## config.mk

```make
export PLATFORM = sky130hd
export DESIGN_NAME = hdlc_fill_tx
export DESIGN_NICKNAME = d
export VERILOG_FILES = /design/src/rtl/hdlc_fill_pkg.sv /design/src/rtl/hdlc_fill_dp.sv /design/src/rtl/hdlc_fill_ctrl.sv /design/src/rtl/hdlc_fill_tx.sv
export SDC_FILE = /design/constraint.sdc
export NUM_CORES = 1
export LEC_CHECK = 0
export BUFFER_PORTS_ARGS = -buffer_cell sky130_fd_sc_hd__buf_2
export CAP_MARGIN = 20
export CORE_MARGIN = 5
export CORE_UTILIZATION = 40
export DETAILED_ROUTE_END_ITERATION = 10
export PLACE_DENSITY = 0.55
export SLEW_MARGIN = 20
export SYNTH_ARGS = -nofsm -noshare
export SYNTH_HDL_FRONTEND = slang
export SYNTH_SLANG_ARGS = --single-unit
```

## constraint.sdc

```tcl
create_clock -name clk -period 3.3 [get_ports clk]
set_input_delay 0.33 -clock clk [delete_from_list [all_inputs] [get_ports clk]]
set_output_delay 0.33 -clock clk [all_outputs]
set_load 0.005 [all_outputs]
```

## src/rtl/hdlc_fill_pkg.sv

```systemverilog
package hdlc_fill_pkg;
  localparam int OCTET_W = 8;
  localparam int CHK_W = 32;
  localparam logic [7:0] FLAG_OCTET = 8'h7E;
  localparam logic [7:0] IDLE_OCTET = 8'hFF;
  localparam logic [15:0] POLY16 = 16'h8408;
  localparam logic [31:0] POLY32 = 32'hEDB88320;

  typedef enum logic [1:0] {ST_FILL, ST_OPEN, ST_DATA, ST_CRC} txState_t;

  // strobes from control to datapath, valid in the cycle needLoad is high
  typedef struct packed {
    logic               load;
    logic               loadCrc;
    logic [OCTET_W-1:0] octet;
    logic               stuffOn;
    logic               crcOn;
    logic               crcInit;
    logic               crc32;
  } dpCmd_t;
endpackage

```

## src/rtl/hdlc_fill_dp.sv

```systemverilog
module hdlc_fill_dp
  import hdlc_fill_pkg::*;
#(
  parameter int BIT_DIV = 2
) (
  input  logic   clk,
  input  logic   rst,
  input  dpCmd_t cmd,
  output logic   needLoad,
  output logic   lineBit,
  output logic   lineBitEn
);
  localparam int LEN_W = $clog2(CHK_W + 1);
  localparam int RUN_W = 3;
  localparam logic [RUN_W-1:0] RUN_MAX = RUN_W'(5);

  logic             tick;
  logic [CHK_W-1:0] shReg;
  logic [LEN_W-1:0] bitsLeft;
  logic [RUN_W-1:0] onesRun;
  logic             curStuff, curCrc;
  logic [CHK_W-1:0] crcQ;
  logic             stuffNow;
  logic             seenBit;

  generate
    if (BIT_DIV > 1) begin : g_div
      localparam int DIV_W = $clog2(BIT_DIV);
      logic [DIV_W-1:0] divCnt;
      always_ff @(posedge clk) begin
        if (rst || divCnt == DIV_W'(BIT_DIV - 1)) divCnt <= '0;
        else divCnt <= divCnt + 1'b1;
      end
      assign tick = (divCnt == DIV_W'(BIT_DIV - 1));
      // no two strobes in adjacent cycles
      AST_STROBE_GAP: assert property (@(posedge clk) disable iff (rst)
        lineBitEn |=> !lineBitEn);
    end else begin : g_nodiv
      assign tick = 1'b1;
    end
  endgenerate

  assign stuffNow = (onesRun == RUN_MAX);
  assign needLoad = tick && !stuffNow && (bitsLeft == '0);

  // next content: either the current shifter or freshly loaded material
  logic [CHK_W-1:0] srcVal;
  logic [LEN_W-1:0] srcLen;
  logic             srcStuff, srcCrc;
  always_comb begin
    srcVal   = shReg;
    srcLen   = bitsLeft;
    srcStuff = curStuff;
    srcCrc   = curCrc;
    if (needLoad && cmd.load) begin
      srcStuff = cmd.stuffOn;
      srcCrc   = cmd.crcOn;
      if (cmd.loadCrc) begin
        srcVal = cmd.crc32 ? ~crcQ : {16'h0000, ~crcQ[15:0]};
        srcLen = cmd.crc32 ? LEN_W'(32) : LEN_W'(16);
      end else begin
        srcVal = {{(CHK_W - OCTET_W){1'b0}}, cmd.octet};
        srcLen = LEN_W'(OCTET_W);
      end
    end
  end

  // serial frame check update, one bit per step
  logic [CHK_W-1:0] crcBase, crcNext;
  logic             fb;
  always_comb begin
    crcBase = (needLoad && cmd.load && cmd.crcInit) ? '1 : crcQ;
    fb      = crcBase[0] ^ srcVal[0];
    if (cmd.crc32) crcNext = (crcBase >> 1) ^ (fb ? POLY32 : '0);
    else crcNext = {16'h0000, (crcBase[15:0] >> 1) ^ (fb ? POLY16 : 16'h0000)};
  end

  always_ff @(posedge clk) begin
    if (rst) begin
      lineBit   <= 1'b1;
      lineBitEn <= 1'b0;
      shReg     <= '0;
      bitsLeft  <= '0;
      onesRun   <= '0;
      curStuff  <= 1'b0;
      curCrc    <= 1'b0;
      crcQ      <= '1;
      seenBit   <= 1'b0;
    end else begin
      lineBitEn <= tick;
      if (tick) begin
        seenBit <= 1'b1;
        if (stuffNow) begin
          lineBit <= 1'b0;
          onesRun <= '0;
        end else begin
          lineBit  <= srcVal[0];
          shReg    <= srcVal >> 1;
          bitsLeft <= srcLen - LEN_W'(1);
          curStuff <= srcStuff;
          curCrc   <= srcCrc;
          onesRun  <= (srcStuff && srcVal[0]) ? onesRun + RUN_W'(1) : '0;
          if (srcCrc) crcQ <= crcNext;
        end
      end
    end
  end

  AST_STUFF_ZERO: assert property (@(posedge clk) disable iff (rst)
    (tick && onesRun == RUN_MAX) |=> (lineBitEn && lineBit == 1'b0));
  AST_RESET_LEVEL: assert property (@(posedge clk) disable iff (rst)
    (!seenBit) |-> (lineBit == 1'b1));
endmodule

```

## src/rtl/hdlc_fill_ctrl.sv

```systemverilog
module hdlc_fill_ctrl
  import hdlc_fill_pkg::*;
#(
  parameter int FLAG_W = 3
) (
  input  logic               clk,
  input  logic               rst,
  input  logic               cfgIdleFill,
  input  logic [FLAG_W-1:0]  cfgMinFlags,
  input  logic               cfgCrc32,
  input  logic [OCTET_W-1:0] inData,
  input  logic               inValid,
  input  logic               inLast,
  input  logic               needLoad,
  output logic               inReady,
  output dpCmd_t             cmd
);
  txState_t          state;
  logic [FLAG_W-1:0] flagLeft;
  logic              fillSent;
  logic              lastTaken;
  logic              crc32Q;
  logic              startOk;

  // a frame may start once an idle octet went out, or at once in flag fill
  assign startOk = inValid && (!cfgIdleFill || fillSent);
  assign inReady = needLoad &&
                   ((state == ST_OPEN && flagLeft == '0) ||
                    (state == ST_DATA && !lastTaken));

  always_comb begin
    cmd         = '0;
    cmd.load    = needLoad;
    cmd.crc32   = crc32Q;
    cmd.octet   = FLAG_OCTET;
    unique case (state)
      ST_FILL: if (!startOk) cmd.octet = cfgIdleFill ? IDLE_OCTET : FLAG_OCTET;
      ST_OPEN: if (flagLeft == '0) begin
        cmd.octet   = inData;
        cmd.stuffOn = 1'b1;
        cmd.crcOn   = 1'b1;
        cmd.crcInit = 1'b1;
      end
      ST_DATA: begin
        cmd.stuffOn = 1'b1;
        if (lastTaken) cmd.loadCrc = 1'b1;
        else begin
          cmd.octet = inData;
          cmd.crcOn = 1'b1;
        end
      end
      ST_CRC: cmd.octet = FLAG_OCTET;
      default: cmd.octet = FLAG_OCTET;
    endcase
  end

  always_ff @(posedge clk) begin
    if (rst || (needLoad && state == ST_FILL)) crc32Q <= cfgCrc32;
  end

  always_ff @(posedge clk) begin
    if (rst) begin
      state     <= ST_FILL;
      flagLeft  <= '0;
      fillSent  <= 1'b0;
      lastTaken <= 1'b0;
    end else if (needLoad) begin
      unique case (state)
        ST_FILL: begin
          if (startOk) begin
            state    <= ST_OPEN;
            flagLeft <= cfgMinFlags;
          end else begin
            fillSent <= fillSent | cfgIdleFill;
          end
        end
        ST_OPEN: begin
          if (flagLeft != '0) flagLeft <= flagLeft - 1'b1;
          else begin
            state     <= ST_DATA;
            lastTaken <= inLast;
          end
        end
        ST_DATA: begin
          if (lastTaken) state <= ST_CRC;
          else lastTaken <= inLast;
        end
        ST_CRC: begin
          state    <= ST_FILL;
          fillSent <= 1'b0;
        end
        default: state <= ST_FILL;
      endcase
    end
  end

  AST_OPEN_MIN: assert property (@(posedge clk) disable iff (rst)
    (state == ST_OPEN && needLoad && flagLeft != '0) |=> (state == ST_OPEN));
  AST_IDLE_GAP: assert property (@(posedge clk) disable iff (rst)
    (state == ST_FILL && needLoad && cfgIdleFill && !fillSent) |=> (state == ST_FILL));
  AST_CFG_FROZEN: assert property (@(posedge clk) disable iff (rst)
    (state != ST_FILL) |=> $stable(crc32Q));
  AST_READY_VALID: assert property (@(posedge clk) disable iff (rst)
    inReady |-> inValid);
endmodule

```

## src/rtl/hdlc_fill_tx.sv

```systemverilog
module hdlc_fill_tx
  import hdlc_fill_pkg::*;
#(
  parameter int BIT_DIV = 2,
  parameter int FLAG_W  = 3
) (
  input  logic              clk,
  input  logic              rst,
  input  logic              cfgIdleFill,
  input  logic [FLAG_W-1:0] cfgMinFlags,
  input  logic              cfgCrc32,
  input  logic [7:0]        inData,
  input  logic              inValid,
  input  logic              inLast,
  output logic              inReady,
  output logic              lineBit,
  output logic              lineBitEn
);
  dpCmd_t cmd;
  logic   needLoad;

  hdlc_fill_ctrl #(.FLAG_W(FLAG_W)) u_ctrl (
    .clk(clk), .rst(rst),
    .cfgIdleFill(cfgIdleFill), .cfgMinFlags(cfgMinFlags), .cfgCrc32(cfgCrc32),
    .inData(inData), .inValid(inValid), .inLast(inLast),
    .needLoad(needLoad), .inReady(inReady), .cmd(cmd)
  );

  hdlc_fill_dp #(.BIT_DIV(BIT_DIV)) u_dp (
    .clk(clk), .rst(rst), .cmd(cmd),
    .needLoad(needLoad), .lineBit(lineBit), .lineBitEn(lineBitEn)
  );
endmodule

```

* Word level (Yosys, flattened, before mapping)
Index checks and enable logic that the tools add are counted.
Widths: inputs -> output; s select.
** Word-level totals
- Bits in registers :: 85
- Input bits :: 17
- Output and inout bits :: 3
- Word-level logic and storage cells :: 100
** Operators by class
- $add $sub $neg :: 4
- Eq/ne operators :: 9
- Multiplexer cells :: 37
- Bitwise gates (word level) :: 7
- Reductions and logical operators :: 29
** Operators with widths (count)
- $mux 32 :: 6
- $not 32->32 :: 1
- $pmux 8 s4 :: 1
- $xor 31x32->32 :: 1
- $mux 8 :: 3
- $mux 6 :: 3
- $mux 16 :: 1
- $not 16->16 :: 1
- $xor 15x16->16 :: 1
- $mux 3 :: 4
- $mux 11 :: 1
- $mux 1 :: 10
- $logic_and 1x1->1 :: 9
- $reduce_and 3->1 :: 3
- $pmux 2 s4 :: 1
- $reduce_and 4->1 :: 2
- $logic_not 6->1 :: 1
- $mux 2 :: 3
- $ne 2x2->1 const B :: 3
- $pmux 3 s2 :: 1
- $reduce_bool 2->1 :: 3
- $sub 6x1->6 const B :: 1
- $eq 2x2->1 const B :: 2
- $logic_or 1x1->1 :: 4
- other kinds (16) :: 20

* Logic depth before layout (Yosys ltp)
- Depth after elaboration :: 11
- Depth in mapped cells :: 10
- Depth with buffers taken out :: 8

* By module
From an unflattened synthesis, not the netlist that was laid out.
** Unflattened totals
- Cell total of the unflattened synthesis :: 536
- Area, all modules :: 4533.1 um^2
** Modules (own cells, without submodules)
- hdlc_fill_dp :: instances 1, cells an instance 444, area each 3817.4 um^2, sequential area each 1541.5 um^2
- hdlc_fill_ctrl :: instances 1, cells an instance 92, area each 715.7 um^2, sequential area each 170.2 um^2

* Worst setup path after synthesis
Ideal clock, no wire load.
- Path kind :: reg-to-reg
- Start point :: register u_ctrl.state[1]
- End point :: register u_dp.crcQ[15]
- Arrival :: 2.164 ns
- Required time :: 3.167 ns
- Slack :: 1.003 ns
- Cell stages (with the launch flop) :: 10
- Path buffers :: 1
- Clock period less this slack :: 2.297 ns
- Path through :: dfxtp_1 inv_1 ha_1 and3b_1 clkbuf_1 o21ai_0 nand3_1 a311o_2 a2111oi_0 nor3_1
** On the way
- Cells in the longest elaborated chain, start to end :: 8
- Elaborated cells between the ends (all ways) :: 20
- Classes of those cells :: eq/ne: 3; mux: 11; bitwise: 3; reduce/logical: 3
** Ends and longest elaborated chain
- from (decl) :: line hdlc_fill_ctrl.sv:18 : txState_t state;
- from (signal assigned) :: line hdlc_fill_ctrl.sv:63 : state <= ST_FILL;
- from (signal assigned) :: line hdlc_fill_ctrl.sv:71 : state <= ST_OPEN;
- from (signal assigned) :: line hdlc_fill_ctrl.sv:80 : state <= ST_DATA;
- $eq 2x2->1 (tied with other cells) :: line hdlc_fill_ctrl.sv:36 : unique case (state)
- $pmux 8 s4 or $mux 1 (tied branches) :: line hdlc_fill_ctrl.sv:36
- $mux 32 or $logic_and 1x1->1 (tied branches) :: line hdlc_fill_dp.sv:58, hdlc_fill_dp.sv:72
- $mux 32, on equally long branches :: line hdlc_fill_dp.sv:55, hdlc_fill_dp.sv:72
- $xor 1x1->1 :: line hdlc_fill_dp.sv:73 : fb = crcBase[0] ^ srcVal[0];
- $mux 16 or $mux 32 (tied branches) :: line hdlc_fill_dp.sv:75, hdlc_fill_dp.sv:74
- $xor 15x16->16 or $xor 31x32->32 (tied branches) :: line hdlc_fill_dp.sv:75, hdlc_fill_dp.sv:74
- $mux 32 :: line hdlc_fill_dp.sv:74 : if (cmd.crc32) crcNext = (crcBase >> 1) ^ (fb ? POLY32 : '0);
- to (signal assigned) :: line hdlc_fill_dp.sv:103 : if (srcCrc) crcQ <= crcNext;
- to (decl) :: line hdlc_fill_dp.sv:22 : logic [CHK_W-1:0] crcQ;
Several ways; a longest one is shown, not always the timed one.
A chain may end at the register's enable or synchronous reset.

* Worst setup path in the final report
- Start point :: register u_ctrl.state[0]
- End point :: register u_dp.crcQ[15]
The elaborated chain is that of the path after synthesis.

==> reports/results.tsv <==
metric	value	unit
RSZ-0062 raised after global routing	false	
routability congestion estimate	0.856	
Slew Limit Fails	0	
maximum vdd drop	0.264	mV
TritonRoute pass-1 iters	5	
placement row count	37	
gr usage total	17.5	%
final-report hold violation count	0	
Post-Syn Instances	540	
CP required	3.54	ns
Post-CTS Hold Buffers	0	
final core utilization	44.7	%
Fin Setup TNS	0	ns
worst slew pin tran	0.863	ns
status	complete, no violations	
Placeable Area	10400	sq um
clk buf depth	2	
final WL	10800	microns
DRC violation total after the first TritonRoute iteration	337	
clock root buffer	clkbuf_8	
initial cell density of the core	41.2	%
largest net degree at the start of global routing	48	
FFs w/ async S/R, synth	0	%
clock sinks	85	
Synth Area per Inst	7.95	sq um
Slew headroom	42.5	%
number of port buffers	19	
global-route wire length before repair	18500	microns
vias in the first global route	3749	
layout net count	566	
gr ovfl total	0	
DR vias	3887	
P per Cell Area	452	nW/um^2
syn nets	568	
Setup Fix Bufs, Post-CTS	0	
residual DRC count	0	
simple logic cell fraction of the synthesized area	24.1	%
post-route cell area	4650	sq um
worst endpoint data arrival time	3.00	ns
antenna violations before repair	0	
die width	114	microns
DP HPWL	7180	microns
CTS buffer count	9	
Adder-Cell Fraction of Synth Area	3.21	%
Synth Area in Compound Gates	26.7	%
sequential-to-total area share from yosys stat	39.9	%
Layout Skew	0.00619	ns
Setup Viol. Count Final	0	
flops & latches, synth	85	
DIE HEIGHT	114	microns
post-route minimum period	2.76	ns
layout cells sized above 1	9.98	%
Peak Freq	363	MHz
ys flop type	dfxtp_1	
clk_lat worst skew	0.36	ns
via/cell ratio	5.74	
Crit Path Max Fanout	17	
maxcap violations	0	
largest family of logic cells by synthesized area	compound AO/OA/AOI/OAI gates	
CTS tree	built	
post-CTS sizing	0	
Distinct cells, synth	54	
antenna viol nets, final	0	
drt wl/cell	16.0	microns
CP startpoint kind	flop	
number of synthesized flops with an enable pin	1	
Worst setup EP type	flop	
DIE AREA	12900	sq um
htree depth	3	
fin crit share	83.5	%
placed instance area	4500	sq um
clock-pin slew on the worst setup and hold paths	0.08	ns
Cell Area, Synth	4290	sq um
xor-xnor portion of the synthesized cell area	0.204	%
Area growth syn-to-layout	8.49	%
Synthesis Warnings	0	
multiplexer share of the synthesized area	0.467	%
io pins	20	
Hold Crit Class	in -> reg	
Crit Path Class	reg -> reg	
Static Leak	1.59	nW
ant diodes	0	
==> Yosys cell counts (2+ instances only) <==
cell	n	area, sq um
nor3_1	44	220
nor2_1	59	221
or3_1	16	100
and2_1	3	18.8
o31ai_1	17	128
a21boi_0	10	75.1
nand3_1	30	150
nand2_1	50	188
a21o_1	3	22.5
o21ai_0	16	80.1
a21oi_1	30	150
a31oi_1	20	125
nor2b_1	2	12.5
nand2b_1	3	18.8
mux2i_1	2	20.0
a311oi_1	11	96.3
clkbuf_1	36	135
nor4_1	2	12.5
and4_1	2	17.5
o2111a_1	3	33.8
o21bai_1	11	82.6
a22oi_1	2	15.0
o21a_1	2	15.0
a221oi_1	2	17.5
buf_2	5	25.0
buf_1	3	11.3
o211ai_1	3	22.5
a211oi_1	17	128
a211o_1	6	52.6
o31a_1	2	17.5
dfxtp_1	84	1680
ha_1	11	138
inv_1	12	45.0
==> worst max-delay path, stage by stage (launching register included) <==
cell and delay [ns]:
dfxtp_1 0.33, inv_1 0.13, ha_1 0.33, and2_1 0.44, a31o_2 0.20, o21ai_1 0.11, a311o_2 0.57, a2111oi_0 0.41
nor3_1 0.11
==> layout by cell type (no fill, tap or decap), drive strengths merged, types with 2 or more instances in the layout <==
cell type	n
nor2b	2
o31a	2
nor3	44
nor2	60
nor4	3
ha	11
dfxtp	84
o21bai	11
a211o	6
clkbuf	13
o31ai	17
a21oi	30
buf	33
mux2i	2
o211ai	3
or3	16
and4	2
a211oi	17
inv	12
nand2b	3
nand3	31
nand2	50
o2111a	3
a22oi	2
a31oi	20
a21o	3
a21boi	11
o21ai	18
and2	4
o21a	2
a221oi	2
a311oi	12
==> metrics by stage <==
stage	instances	hold WS [ns]	total power [mW]	setup WS, ns
final	677	0.147	2.10	0.544
after global placement	663	0.447	1.48	0.675
after CTS	677	0.131	2.13	0.560
after global routing	677	0.125	2.23	0.367
after floorplan	540	0.429	1.38	1.00
after detailed placement	663	0.449	1.48	0.592
==> worst paths after layout <==
| check | slack [ns] | to | start | cells past startpoint |
|---|---|---|---|---|
| max reg2reg | 0.54 | u_dp.crcQ[15] | u_ctrl.state[0] | 8 |
| min | 0.15 | u_ctrl.crc32Q | cfgCrc32 | 1 |
| max | 0.54 | u_dp.crcQ[15] | u_ctrl.state[0] | 8 |
| min reg2reg | 0.47 | u_dp.curCrc | u_dp.curCrc | 2 |
==> where the power goes <==
part	internal [mW]	leakage, nW	switching, mW
clock network	0.289	0.0796	0.360
logic	0.121	0.818	0.248
registers	1.06	0.693	0.0261
==> kinds of logic after synthesis <==
family | after synthesis
muxes | 2
adders and majority gates | 11
buffers and inverters | 58
xor gates and xnor gates | 1
DFF | 85
and+or+nand+nor | 219
AOI/OAI and AO/OA | 164
==> layer usage <==
metal | part of all wire (%) | vias up | GRT usage (%)
li1 | - | 1959 | -
met2 | 47 | 86 | 29.1
met5 | 0 | - | 0
met1 | 47 | 1834 | 22.3
met3 | 4.7 | 8 | 4.93
met4 | 1.2 | 0 | 4.33
==> layout make-up <==
type                            instances  area [sq um]
Clock buffer                           13           149
Tap cell                              136           170
Sequential cell                        85          1710
Inverter                               12          45.0
Multi-Input combinational cell        397          2360
Clock inverter                          1          8.76
Fill cell                            1056          5760
Timing Repair Buffer                   33           213
==> registers in the layout, summed over array words and instances, names as in the netlist <==
name and flops:
u_dp.onesRun 3, u_dp.lineBit 1, u_dp.bitsLeft 6, u_dp.g_div.divCnt 1, u_dp.shReg 31, u_dp.curStuff 1, u_ctrl.crc32Q 1, u_ctrl.fillSent 1
u_ctrl.flagLeft 3, u_dp.crcQ 32, u_dp.lineBitEn 1, u_ctrl.state 2, u_dp.curCrc 1, u_ctrl.lastTaken 1
(Power assumes the default switching activity.)
